--- config.mk ---
export PLATFORM = sky130hd
export DESIGN_NAME = hdr_port_sel
export DESIGN_NICKNAME = d
export VERILOG_FILES = /design/src/rtl/hdr_port_sel.sv
export SDC_FILE = /design/constraint.sdc
export NUM_CORES = 2
export LEC_CHECK = 0
export ABC_AREA = 0
export BUFFER_PORTS_ARGS = -buffer_cell sky130_fd_sc_hd__buf_2
export CORE_UTILIZATION = 26
export DETAILED_ROUTE_END_ITERATION = 10
export SYNTH_ARGS = -nofsm -noshare
export SYNTH_HDL_FRONTEND = slang
export SYNTH_SLANG_ARGS = --single-unit
--- constraint.sdc ---
create_clock -name clk -period 7 [get_ports clk]
set_input_delay 0.35 -clock clk [delete_from_list [all_inputs] [get_ports clk]]
set_output_delay 0.35 -clock clk [all_outputs]
set_load 0.05 [all_outputs]
--- src/rtl/hdr_port_sel.sv ---
module hdr_port_sel #(
  parameter int HDR_W   = 32,
  parameter int PORT_W  = 3,
  parameter int IDX_W   = 8,
  parameter int DISCARD = 7
) (
  input  logic              clk,
  input  logic              rst_n,
  input  logic              in_valid,
  output logic              in_ready,
  input  logic              in_tbl_mode,
  input  logic [HDR_W-1:0]  in_hdr,
  input  logic              cfg_we,
  input  logic [IDX_W-1:0]  cfg_idx,
  input  logic              cfg_ok,
  input  logic [PORT_W-1:0] cfg_port,
  input  logic [IDX_W-1:0]  cfg_next,
  output logic              out_valid,
  input  logic              out_ready,
  output logic [PORT_W-1:0] out_port,
  output logic [HDR_W-1:0]  out_hdr,
  output logic              out_miss
);
  localparam int DEPTH = 1 << IDX_W;
  localparam logic [PORT_W-1:0] DISC = DISCARD[PORT_W-1:0];

  logic [DEPTH-1:0]  vld_q;
  logic [PORT_W-1:0] port_mem [DEPTH];
  logic [IDX_W-1:0]  next_mem [DEPTH];

  logic [IDX_W-1:0]  idx;
  logic              hit;
  logic              take;
  logic [PORT_W-1:0] nx_port;
  logic [HDR_W-1:0]  nx_hdr;
  logic              nx_miss;

  assign idx      = in_hdr[IDX_W-1:0];
  assign hit      = vld_q[idx];
  assign in_ready = !out_valid || out_ready;
  assign take     = in_valid && in_ready;

  always_comb begin
    if (!in_tbl_mode) begin
      nx_port = in_hdr[PORT_W-1:0];
      nx_hdr  = in_hdr >> PORT_W;
      nx_miss = 1'b0;
    end else if (hit) begin
      nx_port = port_mem[idx];
      nx_hdr  = {in_hdr[HDR_W-1:IDX_W], next_mem[idx]};
      nx_miss = 1'b0;
    end else begin
      nx_port = DISC;
      nx_hdr  = in_hdr;
      nx_miss = 1'b1;
    end
  end

  always_ff @(posedge clk) begin
    if (!rst_n) vld_q <= '0;
    else if (cfg_we) vld_q[cfg_idx] <= cfg_ok;
  end

  always_ff @(posedge clk) begin
    if (cfg_we) begin
      port_mem[cfg_idx] <= cfg_port;
      next_mem[cfg_idx] <= cfg_next;
    end
  end

  always_ff @(posedge clk) begin
    if (!rst_n) begin
      out_valid <= 1'b0;
      out_port  <= '0;
      out_hdr   <= '0;
      out_miss  <= 1'b0;
    end else if (take) begin
      out_valid <= 1'b1;
      out_port  <= nx_port;
      out_hdr   <= nx_hdr;
      out_miss  <= nx_miss;
    end else if (out_ready) begin
      out_valid <= 1'b0;
    end
  end
endmodule

==> metrics.cfg <==
[synthesis]
ys_seq_elements=3109
synth.cell_area_um2=123000
synth_top_flop_cell=sky130_fd_sc_hd__edfxtp_1
async_reset_ff_frac=0
postSynthNetCount=6402
yosys.area.top_type=sky130_fd_sc_hd__edfxtp_1
synth_area_leaders=sky130_fd_sc_hd__edfxtp_1 69%, sky130_fd_sc_hd__mux4_2 14%, sky130_fd_sc_hd__dfxtp_1 4.8%
syn_area_per_cell_um2=19.3
synth_sequential_area_ratio=0.737
yosysWarningCount=0
yosysUniqueCellTypes=75
top_area_cell_type_share_of_the_netlist_area=0.689
synthCells=6344
synth_enable_flop_cells=2816

[floorplanning]
chipWidth_um=689
dieArea_um2=475000
pin_count=96
die_height_um=689
core.rowCount=251
fp.coreArea_um2=469000
initial_utilization=0.262

[pwr]
pwr-share-clk=0.434
seq_power_share=0.512
power_density_over_the_cells_nw_per_um2=279
worst_ir_drop_vdd_mv=0.217
switching_part_of_the_total=0.221
combinational_fraction_of_design_power=0.054
p_int_mw=30.9
p_leak_nw=43.8
p_sw_mw=8.77

[setup_path]
worstPathArrival_ns=4.84
path_depth=11
end_kind=flip-flop
crit_fanout=64
critPathSlowestCell=sky130_fd_sc_hd__nor2_2
number_of_buffers_and_inverters_on_the_critical_path=4
critical_path.cell_chain=clkbuf_8 > clkinv_1 > buf_4 > nor2_2 > buf_4 > a221oi_1 > o22ai_1 > a21oi_1 > a211o_1 > nand4_1 > a221o_1
regToRegSetupSlack_ns=3.66
critical-path-top-delay-family=buffers and inverters
worst-setup-path-type=primary input to flip-flop
max_incr_delay_on_cp_ns=0.73
worstRegToRegCells=8
critical_path.startpoint_type=primary input
critPathMostFrequentCell=sky130_fd_sc_hd__buf_4
worst_ep_required_time_ns=7.85

[sta]
worst_slack_ns=3.01
maxClockFrequency_ghz=0.251
final.setup_skew_ns=0.0713
finalHoldViolCount=0
report.final.setup_viol=0
min_period_over_period=0.570
slew_viol_final=0
timing.setup.tns_ns=0
timing.hold.ws_ns=0.0341
timing.slew.headroom=0.0428
rsz0062_at_grt=no
tightest_slew_ns=1.43
final.min_clock_period_ns=3.99

[global_routing]
vias_in_the_first_global_route=65200
groute.layer.met1.usage=0.198
number_of_antenna_violations_at_the_first_check_in_global_routing=37
globalRouteMet2Util=0.226
gr_util_met3=0.0297
grt_pass1_wl_um=498000
grt_usage=0.144
grt_max_degree=157
grt-busiest-layer=met2
grt-ovfl-total=0

[hold_path]
hold_path.class=primary input to flip-flop
worstHoldPathCells=1

[layout]
multi_input_area_um2=29700
post_route_cells_drive_above_1_share=0.248
layout.area.seq_um2=90400
mostFrequentLayoutCells=2,816 x sky130_fd_sc_hd__edfxtp_1, 759 x sky130_fd_sc_hd__mux4_2, 409 x sky130_fd_sc_hd__nand2_1
syn2layout_area_growth_pct=15.8
num-nets-final=6737
final_common_cell=sky130_fd_sc_hd__edfxtp_1
fill_cells=45200

[drt]
dr_total_vias=65800
drcViolationCount=0
wl_per_cell_um=26.9
wirelength_um=354000
final_antenna_net_count=0
route.detailed.vias_per_inst=5.01
initialDrtViolationCount=8952
firstDrtPassIters=8

[place]
gp_congestion=0.888
port_buffers=95
detailed_place_hpwl_um=219000
post-place-ws_ns=2.21

[clock_tree]
tritoncts=yes
cts.reportedPaths.clkPinSlew_ns=0.07
tritoncts_num_sinks=3109
clk_latency_ns=0.91
cts_buffers=327
clock_tree.buffer_depth=4
clk_root_buffer_cell=sky130_fd_sc_hd__clkbuf_16
cts_max_level=5
postCtsResizedCells=0

[status]
run_status=completed

[run]
max_cap_viol_count=0

==> repair_timing <==
item	in CTS	in global routing
setup endpoints to repair	0	0
hold buffers	32	0
buffers inserted	0	0
endpoints found under the hold margin	25	0
==> worst reg2reg max path, cell delays in order, from the launching register on <==
cell and delay (ns):
sky130_fd_sc_hd__edfxtp_1 0.33, sky130_fd_sc_hd__mux4_2 0.24, sky130_fd_sc_hd__mux2i_1 0.14, sky130_fd_sc_hd__a22oi_1 0.39
sky130_fd_sc_hd__o21ai_0 0.23, sky130_fd_sc_hd__a211oi_1 1.12, sky130_fd_sc_hd__o2111ai_1 0.28, sky130_fd_sc_hd__or3_1 0.40
sky130_fd_sc_hd__a31oi_1 0.17
==> cells in the mapped netlist, types with 9 or more instances <==
cell,n
sky130_fd_sc_hd__and2_1,12
sky130_fd_sc_hd__a32oi_1,13
sky130_fd_sc_hd__o221ai_1,10
sky130_fd_sc_hd__a211oi_1,22
sky130_fd_sc_hd__buf_2,84
sky130_fd_sc_hd__mux2_2,19
sky130_fd_sc_hd__o21ai_1,9
sky130_fd_sc_hd__a22oi_1,100
sky130_fd_sc_hd__nand2_1,416
sky130_fd_sc_hd__a221oi_1,31
sky130_fd_sc_hd__nand3_1,38
sky130_fd_sc_hd__edfxtp_1,2816
sky130_fd_sc_hd__o21ai_0,275
sky130_fd_sc_hd__o22ai_1,33
sky130_fd_sc_hd__a22o_1,21
sky130_fd_sc_hd__buf_6,53
sky130_fd_sc_hd__a21oi_1,44
sky130_fd_sc_hd__clkbuf_1,183
sky130_fd_sc_hd__nand4_1,9
sky130_fd_sc_hd__nor3_1,17
sky130_fd_sc_hd__buf_1,13
sky130_fd_sc_hd__nor2b_1,23
sky130_fd_sc_hd__a21boi_0,260
sky130_fd_sc_hd__o211a_1,30
sky130_fd_sc_hd__buf_4,75
sky130_fd_sc_hd__nor2_1,290
sky130_fd_sc_hd__or3_1,11
sky130_fd_sc_hd__mux4_2,759
sky130_fd_sc_hd__mux2i_1,206
sky130_fd_sc_hd__dfxtp_1,293
sky130_fd_sc_hd__a31oi_1,9
sky130_fd_sc_hd__o211ai_1,25
==> final timing paths <==
kind                      to             start
max              out_port[2]         in_hdr[2]
min          port_mem[92][2]       cfg_port[2]
max reg2reg       out_hdr[0]  next_mem[223][0]
min reg2reg      out_hdr[30]       out_hdr[30]
==> kinds of logic (layout without fill, tap and decap cells) <==
group / count (synthesis) / after routing / share of synthesized area
AOI/OAI and AO/OA: 945 / 945 / 0.0531
buffers and inverters: 444 / 1040 / 0.0225
DFF: 3109 / 3109 / 0.737
muxes: 987 / 987 / 0.158
other: 0 / 5 / 0
and+or+nand+nor: 859 / 859 / 0.0293
==> sequential cells by signal, summed over array words and instances, names as in the netlist <==
name	cells
out_hdr	32
out_valid	1
next_mem	2048
out_port	3
out_miss	1
vld_q	256
port_mem	768
==> metrics by stage <==
step           cell area [µm²]  std cells  total power [mW]   util
2_1_floorplan           123000       6344              21.8      -
3_3_place_gp            131000      12500              22.8  0.280
3_5_place_dp            131000      12500              22.8  0.280
4_1_cts                 142000      13100              39.8  0.303
5_1_grt                 142000      13100              40.6  0.303
6_report                142000      13100              39.6  0.303
==> power groups by stage <==
stage,sequential (mW),combinational (mW),clock (mW)
floorplan,20.7,1.10,0
global placement,20.7,2.08,0
detailed placement,20.7,2.11,0
CTS,20.3,2.13,17.4
global route,20.3,2.20,18.1
finish,20.3,2.13,17.2
==> cell type report <==
| class | count | area share |
|---|---|---|
| antenna | 5 | 0.0000881 |
| clock buffer | 438 | 0.0628 |
| clock inverter | 152 | 0.0117 |
| inverter | 9 | 0.000273 |
| multi-input combinational | 2791 | 0.209 |
| sequential | 3109 | 0.636 |
| tap | 6198 | 0.0546 |
| timing repair buffer | 441 | 0.0250 |
==> per-layer routing <==
metal | share of wire | vias up | wire length (µm)
li1 | - | 26600 | -
met5 | 0.00047 | - | 167
met2 | 0.46 | 3506 | 163000
met1 | 0.41 | 35100 | 144000
met3 | 0.094 | 655 | 33100
met4 | 0.039 | 24 | 13700
(Power assumes the default switching activity.)
